## config.mk

```make
export PLATFORM = sky130hd
export DESIGN_NAME = spi_byte_slave
export DESIGN_NICKNAME = d
export VERILOG_FILES = /design/src/rtl/spi_slv_pkg.sv /design/src/rtl/spi_slv_sync.sv /design/src/rtl/spi_slv_core.sv /design/src/rtl/spi_byte_slave.sv
export SDC_FILE = /design/constraint.sdc
export NUM_CORES = 1
export LEC_CHECK = 0
export BUFFER_PORTS_ARGS = -buffer_cell sky130_fd_sc_hd__buf_2
export CORE_UTILIZATION = 30
export DETAILED_ROUTE_END_ITERATION = 7
export GPL_TIMING_DRIVEN = 0
export PLACE_DENSITY = 0.52
export SYNTH_ARGS = -nofsm -noshare
export SYNTH_HDL_FRONTEND = slang
export SYNTH_SLANG_ARGS = --single-unit
export TNS_END_PERCENT = 1
```

## constraint.sdc

```tcl
create_clock -name clk_i -period 4.7 [get_ports clk_i]
set_input_delay 0.235 -clock clk_i [delete_from_list [all_inputs] [get_ports clk_i]]
set_output_delay 0.235 -clock clk_i [all_outputs]
set_load 0.05 [all_outputs]
```

## src/rtl/spi_slv_pkg.sv

```systemverilog
package spi_slv_pkg;
  typedef struct packed {
    logic cpol;
    logic cpha;
  } spi_mode_t;

  localparam int unsigned SYNC_STAGES = 2;
endpackage

```

## src/rtl/spi_slv_sync.sv

```systemverilog
module spi_slv_sync #(
  parameter int unsigned WIDTH  = 3,
  parameter int unsigned STAGES = 2,
  parameter logic [WIDTH-1:0] RST_VAL = '0
) (
  input  logic             clk_i,
  input  logic             rst_ni,
  input  logic [WIDTH-1:0] async_i,
  output logic [WIDTH-1:0] sync_o,
  output logic [WIDTH-1:0] prev_o
);
  logic [STAGES-1:0][WIDTH-1:0] stage_q;

  for (genvar s = 0; s < STAGES; s++) begin : g_stage
    always_ff @(posedge clk_i or negedge rst_ni) begin
      if (!rst_ni) stage_q[s] <= RST_VAL;
      else if (s == 0) stage_q[s] <= async_i;
      else stage_q[s] <= stage_q[(s == 0) ? 0 : s-1];
    end
  end

  always_ff @(posedge clk_i or negedge rst_ni) begin
    if (!rst_ni) prev_o <= RST_VAL;
    else prev_o <= stage_q[STAGES-1];
  end

  assign sync_o = stage_q[STAGES-1];
endmodule

```

## src/rtl/spi_slv_core.sv

```systemverilog
module spi_slv_core
  import spi_slv_pkg::*;
#(
  parameter int unsigned DW = 8
) (
  input  logic          clk_i,
  input  logic          rst_ni,
  input  spi_mode_t     mode_i,
  input  logic          sel_i,
  input  logic          sel_fall_i,
  input  logic          lead_i,
  input  logic          trail_i,
  input  logic          mosi_i,
  input  logic [DW-1:0] tx_data_i,
  output logic          miso_o,
  output logic [DW-1:0] rx_data_o,
  output logic          rx_full_o,
  output logic          frame_err_o
);
  localparam int unsigned CW = $clog2(DW + 1);
  localparam logic [CW-1:0] CNT_FULL = CW'(DW);
  localparam logic [CW-1:0] CNT_LAST = CW'(DW - 1);

  logic [CW-1:0] cnt_q;
  logic [DW-1:0] rx_sh_q, tx_sh_q;
  logic          sample, shift;

  assign sample = mode_i.cpha ? trail_i : lead_i;
  assign shift  = mode_i.cpha ? lead_i  : trail_i;

  always_ff @(posedge clk_i or negedge rst_ni) begin
    if (!rst_ni) begin
      cnt_q       <= '0;
      rx_sh_q     <= '0;
      tx_sh_q     <= '0;
      rx_data_o   <= '0;
      rx_full_o   <= 1'b0;
      frame_err_o <= 1'b0;
      miso_o      <= 1'b0;
    end else begin
      rx_full_o <= 1'b0;
      if (!sel_i) begin
        cnt_q <= '0;
      end else if (sel_fall_i) begin
        cnt_q       <= '0;
        frame_err_o <= 1'b0;
        if (!mode_i.cpha) begin
          miso_o  <= tx_data_i[DW-1];
          tx_sh_q <= tx_data_i << 1;
        end else begin
          tx_sh_q <= tx_data_i;
        end
      end else begin
        if (shift) begin
          miso_o  <= tx_sh_q[DW-1];
          tx_sh_q <= tx_sh_q << 1;
        end
        if (sample) begin
          if (cnt_q == CNT_FULL) begin
            frame_err_o <= 1'b1;   // overrun in phase 0
          end else begin
            rx_sh_q <= {rx_sh_q[DW-2:0], mosi_i};
            if (cnt_q == CNT_LAST) begin
              rx_data_o <= {rx_sh_q[DW-2:0], mosi_i};
              rx_full_o <= 1'b1;
              if (mode_i.cpha) begin
                cnt_q   <= '0;
                tx_sh_q <= tx_data_i;
              end else begin
                cnt_q <= CNT_FULL;
              end
            end else begin
              cnt_q <= cnt_q + 1'b1;
            end
          end
        end
      end
    end
  end

  AST_FULL_PULSE: assert property (@(posedge clk_i) disable iff (!rst_ni)
    rx_full_o |=> !rx_full_o);
  AST_CNT_RANGE: assert property (@(posedge clk_i) disable iff (!rst_ni)
    cnt_q <= CNT_FULL);
  AST_ERR_PHASE0: assert property (@(posedge clk_i) disable iff (!rst_ni)
    $rose(frame_err_o) |-> !mode_i.cpha);
  AST_IDLE_CLEAR: assert property (@(posedge clk_i) disable iff (!rst_ni)
    !sel_i |=> (cnt_q == '0) && !rx_full_o);
endmodule

```

## src/rtl/spi_byte_slave.sv

```systemverilog
module spi_byte_slave
  import spi_slv_pkg::*;
(
  input  logic       clk_i,
  input  logic       rst_ni,
  input  logic       en_i,
  input  logic       cfg_we_i,
  input  logic       cpol_i,
  input  logic       cpha_i,
  input  logic       sclk_i,
  input  logic       mosi_i,
  input  logic       ss_ni,
  input  logic [7:0] tx_data_i,
  output logic       miso_o,
  output logic       miso_oe_o,
  output logic [7:0] rx_data_o,
  output logic       rx_full_o,
  output logic       frame_err_o
);
  localparam int unsigned DW = 8;

  spi_mode_t  mode_q;
  logic [2:0] pin_sync, pin_prev;
  logic       sclk_rise, sclk_fall, lead, trail;
  logic       act, act_q, sel_fall, miso_bit;

  always_ff @(posedge clk_i or negedge rst_ni) begin
    if (!rst_ni) mode_q <= '0;
    else if (cfg_we_i && !en_i) mode_q <= '{cpol: cpol_i, cpha: cpha_i};
  end

  spi_slv_sync #(
    .WIDTH  (3),
    .STAGES (SYNC_STAGES),
    .RST_VAL(3'b100)
  ) i_sync (
    .clk_i  (clk_i),
    .rst_ni (rst_ni),
    .async_i({ss_ni, sclk_i, mosi_i}),
    .sync_o (pin_sync),
    .prev_o (pin_prev)
  );

  assign sclk_rise = pin_sync[1] & ~pin_prev[1];
  assign sclk_fall = ~pin_sync[1] & pin_prev[1];
  assign lead      = mode_q.cpol ? sclk_fall : sclk_rise;
  assign trail     = mode_q.cpol ? sclk_rise : sclk_fall;
  assign act       = en_i & ~pin_sync[2];

  always_ff @(posedge clk_i or negedge rst_ni) begin
    if (!rst_ni) act_q <= 1'b0;
    else act_q <= act;
  end
  assign sel_fall = act & ~act_q;

  spi_slv_core #(.DW(DW)) i_core (
    .clk_i      (clk_i),
    .rst_ni     (rst_ni),
    .mode_i     (mode_q),
    .sel_i      (act),
    .sel_fall_i (sel_fall),
    .lead_i     (lead),
    .trail_i    (trail),
    .mosi_i     (pin_sync[0]),
    .tx_data_i  (tx_data_i),
    .miso_o     (miso_bit),
    .rx_data_o  (rx_data_o),
    .rx_full_o  (rx_full_o),
    .frame_err_o(frame_err_o)
  );

  assign miso_oe_o = act;
  assign miso_o    = act & miso_bit;

  AST_CFG_HOLD: assert property (@(posedge clk_i) disable iff (!rst_ni)
    (en_i && $past(en_i)) |-> $stable(mode_q));
  AST_OE_SELECT: assert property (@(posedge clk_i) disable iff (!rst_ni)
    (ss_ni && $past(ss_ni) && $past(ss_ni, 2)) |-> !miso_oe_o);
endmodule

```

==> flow_metrics.env, run 1 <==
export IMPL_ios=29
export IMPL_track_usage=0.135
export IMPL_synth_top_area_share=0.461
export IMPL_synth_seq_cells=40
export IMPL_max_vdd_ir_drop_mv=0.144
export IMPL_cts_buffer_depth=2
export IMPL_dieArea_mm2=0.00721
export IMPL_syn_num_nets=198
export IMPL_critPathMaxStageDelay_ps=530
export IMPL_cp_num_buf_inv=1
export IMPL_mostFrequentLayoutCell="dfrtp_1"
export IMPL_n_fill_cell=644
export IMPL_grt_pass1_vias=1574
export IMPL_async_flop_share=1.00
export IMPL_tns_ps=0
export IMPL_cp_start_kind="flop"
export IMPL_rsz0062_at_grt="false"
export IMPL_pwr_share_clk=0.346
export IMPL_fin_area_mm2=0.00241
export IMPL_synth_avg_cell_area_um2=11.5
export IMPL_synth_edff_count=0
export IMPL_fmax_mhz=430
export IMPL_hpwl_um=2980
export IMPL_fin_crit_sh=0.494
export IMPL_cts_tree="done"
export IMPL_design_power_total_uw=831
export IMPL_crit_type="reg2reg"
export IMPL_final_cell_mix="dfrtp_1 (38), buf_2 (30), mux2_2 (21)"
export IMPL_power_density_mw_per_mm2=344
export IMPL_path_max_fanout=7
export IMPL_setup_slack_ps=2380
export IMPL_dieWidth_um=84.9
export IMPL_p_sw_frac=0.277
export IMPL_crit_chain="buf_6 -> xnor2_1 -> mux2i_1 -> mux2_2 -> mux2i_1 -> o221ai_1"
export IMPL_via_per_inst=5.18
export IMPL_fin_util=0.372
export IMPL_synth_top_cell_by_area="dfrtp_1"
export IMPL_cp_common_cell="mux2i_1"
export IMPL_required_ps=4850
export IMPL_drc=0
export IMPL_critPathSlowestCell="xnor2_1"
export IMPL_ys_flop_type="dfrtp_1"
export IMPL_ys_types=42
export IMPL_rows=29
export IMPL_syn_instance_count=179
export IMPL_setup_viol=0
export IMPL_antennaDiodeCount=0
export IMPL_clock_latency_ps=290
export IMPL_ys_warn_count=0
export IMPL_drt_wl_total_um=4380
export IMPL_grt_pass1_wl_um=7660
export IMPL_arrival_ps=2470
export IMPL_vias=1513
export IMPL_htreeDepth=2
export IMPL_status="complete, no violations"
export IMPL_pwr_share_seq=0.467
export IMPL_slew_viol_final=0
export IMPL_startpoint="mode_q[0]"
export IMPL_dpl_cell_area_mm2=0.00230
export IMPL_finalCriticalPeriod_ps=2320
export IMPL_p_switching_uw=230
export IMPL_dr_pass1_iters=6
export IMPL_hold_viol=0
export IMPL_critPathTopFamily="multiplexers"
export IMPL_clkTransAtPathRegs_ps=80
export IMPL_power_internal_uw=600
export IMPL_combPwrFrac=0.186
export IMPL_holdCritPathClass="in2reg"
export IMPL_grt_antenna_before_repair=0
export IMPL_cts_resized_gates=0
export IMPL_p_leak_uw=0.00113
export IMPL_cts_buffers=5
export IMPL_overflow=0
export IMPL_clock_skew_ps=6.83
export IMPL_rr_startpoint="mode_q[0]"
export IMPL_worstMarginPinSlew_ps=896
export IMPL_root_buffer="clkbuf_8"
export IMPL_finalWeightedCongestion=0.768
export IMPL_initial_core_util=0.317
export IMPL_syn_area_mm2=0.00206
export IMPL_max_slew_margin=0.403
export IMPL_cap_violations=0
export IMPL_portBuffers=28
export IMPL_clkSinkCount=40
export IMPL_grt_max_degree=41
export IMPL_die_h_um=84.9
export IMPL_ant_nets=0
export IMPL_layout_drive_gt1_share=0.335
export IMPL_cts_setup_buffers=0
export IMPL_min_from="ss_ni"
export IMPL_endpoint_kind="flop"
export IMPL_synth_seq_area_share=0.487
export IMPL_core_mm2=0.00649
export IMPL_ys_top_cells_by_area="dfrtp_1 (46%), mux2_2 (11%), mux2i_1 (7.8%)"
export IMPL_postCtsHoldBufs=0
export IMPL_wl_per_cell_um=15.0
export IMPL_syn_to_final_growth_pct=17.1
export IMPL_dpl_worst_slack_ps=2400
export IMPL_drt_iter0_drc=64
export IMPL_nNetsFinal=233
[power by group through the flow]
stage	Clock (uW)	Sequential [uW]	Combinational, uW
2_1_floorplan	0	389	118
3_3_place_gp	0	395	154
3_5_place_dp	0	395	156
4_1_cts	300	389	157
5_1_grt	315	392	173
6_report	288	388	155
[path summary, 6_finish.rpt]
kind	cells after the start	to	slack (ps)
max reg2reg	6	i_core.tx_sh_q[7]	2380
min reg2reg	0	i_sync.sync_o[1]	360
max	6	i_core.tx_sh_q[7]	2380
min	1	i_sync.stage_q[2]	40
min in group asynchronous	1	i_sync.prev_o[1]	60
max in group asynchronous	1	i_core.rx_data_o[1]	4080
[metal layers]
layer / part of all wire / track usage / wire length (um) / vias to the layer above
met2: 0.47 / 0.224 / 2050 / 36
met1: 0.47 / 0.175 / 2060 / 750
li1: - / - / - / 722
met5: 0 / 0 / 0 / -
met4: 0.0087 / 0.0416 / 38 / 0
met3: 0.054 / 0.0340 / 238 / 5
[final cells by class]
type                            count  area [um^2]  share of cell area
Buffer                              8         58.8              0.0244
Clock buffer                        5         68.8              0.0285
Clock inverter                      3         46.3              0.0192
Inverter                            7         26.3              0.0109
Multi-Input combinational cell    124          973               0.403
Sequential cell                    40         1000               0.416
Tap cell                           77         96.3              0.0399
Timing Repair Buffer               28          140              0.0581
[flip-flops by register name, summed over array words and instances, names as in the netlist]
register	flops
i_core.rx_data_o	8
i_core.tx_sh_q	8
i_core.rx_sh_q	7
i_core.cnt_q	4
i_sync.stage_q	3
i_sync.sync_o	3
mode_q	2
act_q	1
i_core.frame_err_o	1
i_core.miso_o	1
i_core.rx_full_o	1
i_sync.prev_o	1
[logic make-up (layout without fill, tap and decap cells)]
family / count (synthesis) / in the layout / synth area share
DFF: 40 / 40 / 0.487
adders and majority gates: 2 / 2 / 0.0121
buffers and inverters: 15 / 51 / 0.0413
muxes: 38 / 38 / 0.200
and+or+nand+nor: 46 / 46 / 0.116
xor gates and xnor gates: 2 / 2 / 0.0176
AOI/OAI and AO/OA: 36 / 36 / 0.127
[cells in the mapped netlist, types with 2 or more instances]
| master | number |
|---|---|
| a2bb2oi_1 | 2 |
| mux2_2 | 21 |
| buf_2 | 2 |
| nand2_1 | 13 |
| a221oi_1 | 2 |
| o21ai_0 | 3 |
| a32oi_1 | 4 |
| dfrtp_1 | 38 |
| ha_1 | 2 |
| and3_1 | 4 |
| buf_6 | 3 |
| and2b_2 | 2 |
| a31oi_1 | 2 |
| a21oi_1 | 11 |
| and2_1 | 2 |
| dfstp_2 | 2 |
| nand3_1 | 3 |
| nor2_1 | 10 |
| nand2b_1 | 2 |
| nor3_1 | 3 |
| inv_1 | 7 |
| clkbuf_1 | 2 |
| a311oi_1 | 2 |
| mux2i_1 | 16 |
| o221ai_1 | 4 |
[through the flow]
stage | hold slack, ps | cells
after floorplan | -60.6 | 179
after CTS | 26.9 | 292
final | 38.6 | 292
after global routing | 21.8 | 292
after detailed placement | 340 | 284
after global placement | 335 | 284
No activity file was read; power rests on OpenSTA's default activity.
==> run 2: changes to the inputs <==
ABC_AREA = 1   (was default)
PLACE_DENSITY = 0.54   (was 0.52)
clock period = 2.1 ns   (was 4.7 ns; I/O delays follow)
==> flow_metrics.env, run 2 <==
export IMPL_status="complete, no violations"
export IMPL_ys_flop_type="dfrtp_1"
export IMPL_ys_warn_count=0
export IMPL_dieWidth_um=82.5
export IMPL_rsz0062_at_grt="false"
export IMPL_die_h_um=82.5
export IMPL_dpl_cell_area_mm2=0.00218
export IMPL_p_leak_uw=0.00117
export IMPL_path_depth=11
export IMPL_synth_simple_gate_area_share=0.250
export IMPL_vias=1635
export IMPL_critPathSlowestCell="dfrtp_1"
export IMPL_cp_num_buf_inv=4
export IMPL_synth_seq_cells=40
export IMPL_critPathTopFamily="simple AND/OR/NAND/NOR gates"
export IMPL_finalWeightedCongestion=0.793
export IMPL_arrival_ps=2020
export IMPL_slew_viol_final=0
export IMPL_antennaDiodeCount=0
export IMPL_hpwl_um=2980
export IMPL_endpoint_kind="flop"
export IMPL_final_cell_mix="nand2_1 (46), dfrtp_1 (38), nand3_1 (32)"
export IMPL_async_flop_share=1.00
export IMPL_synth_compound_area_share=0.151
export IMPL_core_mm2=0.00610
export IMPL_synth_top_family_by_area="simple AND/OR/NAND/NOR gates"
export IMPL_syn_instance_count=230
export IMPL_tns_ps=0
export IMPL_ys_top_cells_by_area="dfrtp_1 (49%), nand2_1 (8.9%), nand3_1 (8.2%)"
export IMPL_syn_area_mm2=0.00194
export IMPL_synth_seq_area_share=0.516
export IMPL_portBuffers=28
export IMPL_ios=29
export IMPL_critPathMaxStageDelay_ps=370
export IMPL_syn_num_nets=249
export IMPL_overflow=0
export IMPL_wl_per_cell_um=12.3
export IMPL_grt_max_degree=41
export IMPL_required_ps=2290
export IMPL_clkTransAtPathRegs_ps=80
export IMPL_worstRegToRegCells=11
export IMPL_track_usage=0.146
export IMPL_synth_edff_count=0
export IMPL_htreeDepth=2
export IMPL_layout_drive_gt1_share=0.241
export IMPL_via_per_inst=4.74
export IMPL_clock_skew_ps=8.44
export IMPL_synth_top_area_share=0.489
export IMPL_initial_core_util=0.319
export IMPL_synthMuxAreaShare=0
export IMPL_drt_iter0_drc=116
export IMPL_dr_pass1_iters=4
export IMPL_ys_types=26
export IMPL_power_density_mw_per_mm2=837
export IMPL_fmax_mhz=548
export IMPL_cts_setup_buffers=0
export IMPL_grt_pass1_vias=1618
export IMPL_crit_chain="inv_1 -> ha_1 -> nand2_1 -> clkinv_1 -> nor2_4 -> inv_2 -> nor2_8 -> nand3_4 -> buf_6 -> nand2_1 -> nand2_1"
export IMPL_max_vdd_ir_drop_mv=0.369
export IMPL_nNetsFinal=288
export IMPL_setup_viol=0
export IMPL_syn_to_final_growth_pct=20.3
export IMPL_cts_buffers=5
export IMPL_synth_xor_area_share=0
export IMPL_rows=28
export IMPL_worstMarginPinSlew_ps=876
export IMPL_synth_avg_cell_area_um2=8.45
export IMPL_finalCriticalPeriod_ps=1830
export IMPL_cp_common_cell="nand2_1"
export IMPL_fin_crit_sh=0.869
export IMPL_ant_nets=0
export IMPL_holdCritPathClass="in2reg"
export IMPL_synth_most_common_cell="nand2_1"
export IMPL_worstHoldPathCells=3
export IMPL_clock_latency_ps=300
export IMPL_root_buffer="clkbuf_8"
export IMPL_cp_start_kind="flop"
export IMPL_synthAdderAreaFrac=0.0129
export IMPL_fin_util=0.384
export IMPL_path_max_fanout=10
export IMPL_drc=0
export IMPL_crit_type="reg2reg"
export IMPL_drt_wl_total_um=4250
export IMPL_clkSinkCount=40
export IMPL_synthTopCellsByCount="nand2_1 (46), dfrtp_1 (38), nand3_1 (32)"
export IMPL_grt_antenna_before_repair=0
export IMPL_largest_registers="i_core.rx_data_o (8), i_core.tx_sh_q (8), i_core.rx_sh_q (7)"
export IMPL_hold_viol=0
export IMPL_dieArea_mm2=0.00681
export IMPL_fin_area_mm2=0.00234
export IMPL_max_slew_margin=0.416
export IMPL_synth_top_cell_by_area="dfrtp_1"
export IMPL_cap_violations=0
export IMPL_mostFrequentLayoutCell="nand2_1"
export IMPL_grt_pass1_wl_um=7380
export IMPL_cts_tree="done"
export IMPL_cts_buffer_depth=2
[run 2: cell count changes in the layout (fill, tap and decap cells not counted), sizes merged, moves of 16 or more]
cell   before  now
mux2i      16    0
o21ai       3   30
mux2       22    0
nand3       4   33
inv         8   26
nand2      14   50
[run 2: cell families after synthesis]
group	after synthesis
and+or+nand+nor	102
DFF	40
buffers and inverters	33
AOI/OAI and AO/OA	53
adders and majority gates	2
[run 2: what timing repair did]
| item | 4_1_cts | 5_1_grt |
|---|---|---|
| endpoints found under the hold margin | 41 | 0 |
| hold buffers | 4 | 0 |
| gates resized for setup | 0 | 0 |
[run 2: cell type report]
| class | instances | area (um^2) |
|---|---|---|
| Buffer | 6 | 36.3 |
| Fill cell | 666 | 3760 |
| Tap cell | 75 | 93.8 |
| Clock inverter | 2 | 38.8 |
| Multi-Input combinational cell | 157 | 803 |
| Inverter | 27 | 101 |
| Sequential cell | 40 | 1000 |
| Clock buffer | 6 | 82.6 |
| Timing Repair Buffer | 32 | 180 |
[run 2: power breakdown]
| part | internal [uW] | switching (uW) | total [uW] |
|---|---|---|---|
| combinational | 126 | 231 | 357 |
| clock | 389 | 280 | 668 |
| sequential | 874 | 58.8 | 933 |
| total | 1390 | 570 | 1960 |
[run 2: worst register-to-register path, stage by stage, from the launching register on]
cell,delay [ps]
dfrtp_1,370
inv_1,80
ha_1,190
nand2_1,100
clkinv_1,120
nor2_4,190
inv_2,90
nor2_8,160
nand3_4,130
buf_6,180
nand2_1,60
nand2_1,50
[run 2: final timing paths]
| path | endpoint | from | slack, ps |
|---|---|---|---|
| worst min register to register | i_sync.sync_o[0] | i_sync.stage_q[0] | 350 |
| worst max register to register | i_core.rx_data_o[0] | i_core.cnt_q[0] | 270 |
| worst max-delay path | i_core.rx_data_o[0] | i_core.cnt_q[0] | 270 |
| max in group asynchronous | i_core.rx_data_o[7] | rst_ni | 1090 |
| min in group asynchronous | i_core.rx_data_o[1] | rst_ni | 460 |
| worst min-delay path | mode_q[0] | cpha_i | 50 |
[run 2: per-layer routing]
layer | GRT usage | vias up | wire length [um]
met5 | 0 | - | 0
met4 | 0.0655 | 0 | 76
met1 | 0.194 | 772 | 2110
li1 | - | 837 | -
met3 | 0.0319 | 5 | 150
met2 | 0.226 | 21 | 1920
[run 2: through the flow]
step / hold WS [ps] / total power, uW / cells / setup slack, ps
2_1_floorplan: -191 / 1200 / 230 / 351
3_3_place_gp: 211 / 1300 / 333 / 279
3_5_place_dp: 212 / 1300 / 333 / 271
4_1_cts: 46.2 / 2000 / 345 / 248
5_1_grt: 75.7 / 2100 / 345 / 54.1
6_report: 53.4 / 1960 / 345 / 275
==> run 3: changes to the inputs <==
RECOVER_POWER = 25   (was default)
==> flow_metrics.env, run 3 (synthesized netlist as in run 2, its figures left out) <==
export IMPL_rr_endpoint="i_core.rx_data_o[0]"
export IMPL_clkTransAtPathRegs_ps=80
export IMPL_mostFrequentLayoutCell="nand2_1"
export IMPL_via_per_inst=4.71
export IMPL_fin_crit_sh=0.869
export IMPL_overflow=0
export IMPL_use_met3=0.0319
export IMPL_rows=28
export IMPL_rsz0062_at_grt="false"
export IMPL_antennaDiodeCount=0
export IMPL_worstHoldPathCells=3
export IMPL_hold_viol=0
export IMPL_arrival_ps=2020
export IMPL_hpwl_um=2980
export IMPL_grt_pass1_wl_um=7380
export IMPL_dieArea_mm2=0.00681
export IMPL_clock_skew_ps=9.34
export IMPL_required_ps=2290
export IMPL_finalCriticalPeriod_ps=1820
export IMPL_dr_pass1_iters=4
export IMPL_gr_max_usage_layer="met2"
export IMPL_n_fill_cell=674
export IMPL_cap_violations=0
export IMPL_fmax_mhz=548
export IMPL_setup_slack_ps=275
export IMPL_min_from="cpha_i"
export IMPL_setup_viol=0
export IMPL_drc=0
export IMPL_ant_nets=0
export IMPL_die_h_um=82.5
export IMPL_track_usage=0.146
export IMPL_final_cell_mix="nand2_1 (46), dfrtp_1 (38), nand3_1 (32)"
export IMPL_dpl_cell_area_mm2=0.00218
export IMPL_cp_start_kind="flop"
export IMPL_ios=29
export IMPL_slew_viol_final=0
export IMPL_largest_registers="i_core.rx_data_o (8), i_core.tx_sh_q (8), i_core.rx_sh_q (7)"
export IMPL_drt_wl_total_um=4270
export IMPL_whs_endpoint="mode_q[0]"
export IMPL_rrSetupSlack_ps=280
export IMPL_status="complete, no violations"
export IMPL_clkSinkCount=40
export IMPL_cts_tree="done"
export IMPL_fin_area_mm2=0.00233
export IMPL_tns_ps=0
export IMPL_finalWeightedCongestion=0.793
export IMPL_path_max_fanout=10
export IMPL_cts_buffer_depth=2
export IMPL_syn_to_final_growth_pct=19.6
export IMPL_core_mm2=0.00610
export IMPL_nNetsFinal=288
export IMPL_initial_core_util=0.319
export IMPL_grt_max_degree=41
export IMPL_holdCritPathClass="in2reg"
export IMPL_worstRegToRegCells=11
export IMPL_crit_type="reg2reg"
export IMPL_grtUsageMet1=0.194
export IMPL_power_density_mw_per_mm2=843
export IMPL_dpl_worst_slack_ps=271
export IMPL_vias=1625
export IMPL_design_power_total_uw=1960
export IMPL_portBuffers=28
export IMPL_worstMarginPinSlew_ps=977
export IMPL_root_buffer="clkbuf_8"
export IMPL_use_met2=0.226
export IMPL_hold_ws_ps=51.4
export IMPL_cts_setup_buffers=0
export IMPL_dieWidth_um=82.5
export IMPL_max_slew_margin=0.349
export IMPL_p_leak_uw=0.00112
export IMPL_max_vdd_ir_drop_mv=0.371
export IMPL_grt_antenna_before_repair=0
export IMPL_cts_buffers=5
export IMPL_wl_per_cell_um=12.4
export IMPL_drt_iter0_drc=116
export IMPL_layout_drive_gt1_share=0.200
export IMPL_rr_startpoint="i_core.cnt_q[0]"
export IMPL_endpoint_kind="flop"
export IMPL_htreeDepth=2
export IMPL_clock_latency_ps=300
export IMPL_grt_pass1_vias=1618
run 3: cell count changes in the layout (fill, tap and decap cells not counted), sizes merged:
cell / delta
buf: -12
clkbuf: +12
run 3: worst max path at each step:
stage                     slack [ps]             start                  end
after global routing              50   i_core.cnt_q[0]    i_core.tx_sh_q[3]
after CTS                        250   i_core.cnt_q[0]  i_core.rx_data_o[0]
after floorplan                  350  i_sync.sync_o[2]  i_core.rx_data_o[5]
final                            280   i_core.cnt_q[0]  i_core.rx_data_o[0]
after detailed placement         270   i_core.cnt_q[0]  i_core.rx_data_o[0]
after global placement           280   i_core.cnt_q[0]  i_core.rx_data_o[0]
run 3: layout make-up:
type / instances / area [um^2] / share of cell area
Tap cell: 75 / 93.8 / 0.0403
Clock buffer: 6 / 82.6 / 0.0355
Timing Repair Buffer: 32 / 166 / 0.0715
Inverter: 27 / 101 / 0.0436
Multi-Input combinational cell: 157 / 803 / 0.345
Sequential cell: 40 / 1000 / 0.431
Clock inverter: 2 / 38.8 / 0.0167
Buffer: 6 / 36.3 / 0.0156
run 3: repair_timing:
action	in CTS	in global routing
endpoints found under the hold margin	41	0
hold buffers	4	0
resized for setup	0	0
run 3: critical path, stage by stage, from the launching register on:
cell	delay, ps
dfrtp_1	370
inv_1	80
ha_1	190
nand2_1	100
clkinv_1	120
nor2_4	190
inv_2	90
nor2_8	160
nand3_4	130
buf_6	180
nand2_1	60
nand2_1	50
run 3: per-layer routing:
layer / wire [um] / vias up
met2: 1900 / 26
met5: 0 / -
met3: 177 / 5
met1: 2110 / 757
li1: - / 837
met4: 79 / 0
run 3: through the flow:
stage,std cells,utilization
2_1_floorplan,230,-
3_3_place_gp,333,0.357
3_5_place_dp,333,0.357
4_1_cts,345,0.384
5_1_grt,345,0.382
6_report,345,0.382
run 3: report_power, final:
part | switching (uW) | internal (uW) | total (uW)
clock | 282 | 389 | 671
sequential | 59.0 | 874 | 933
combinational | 232 | 126 | 357
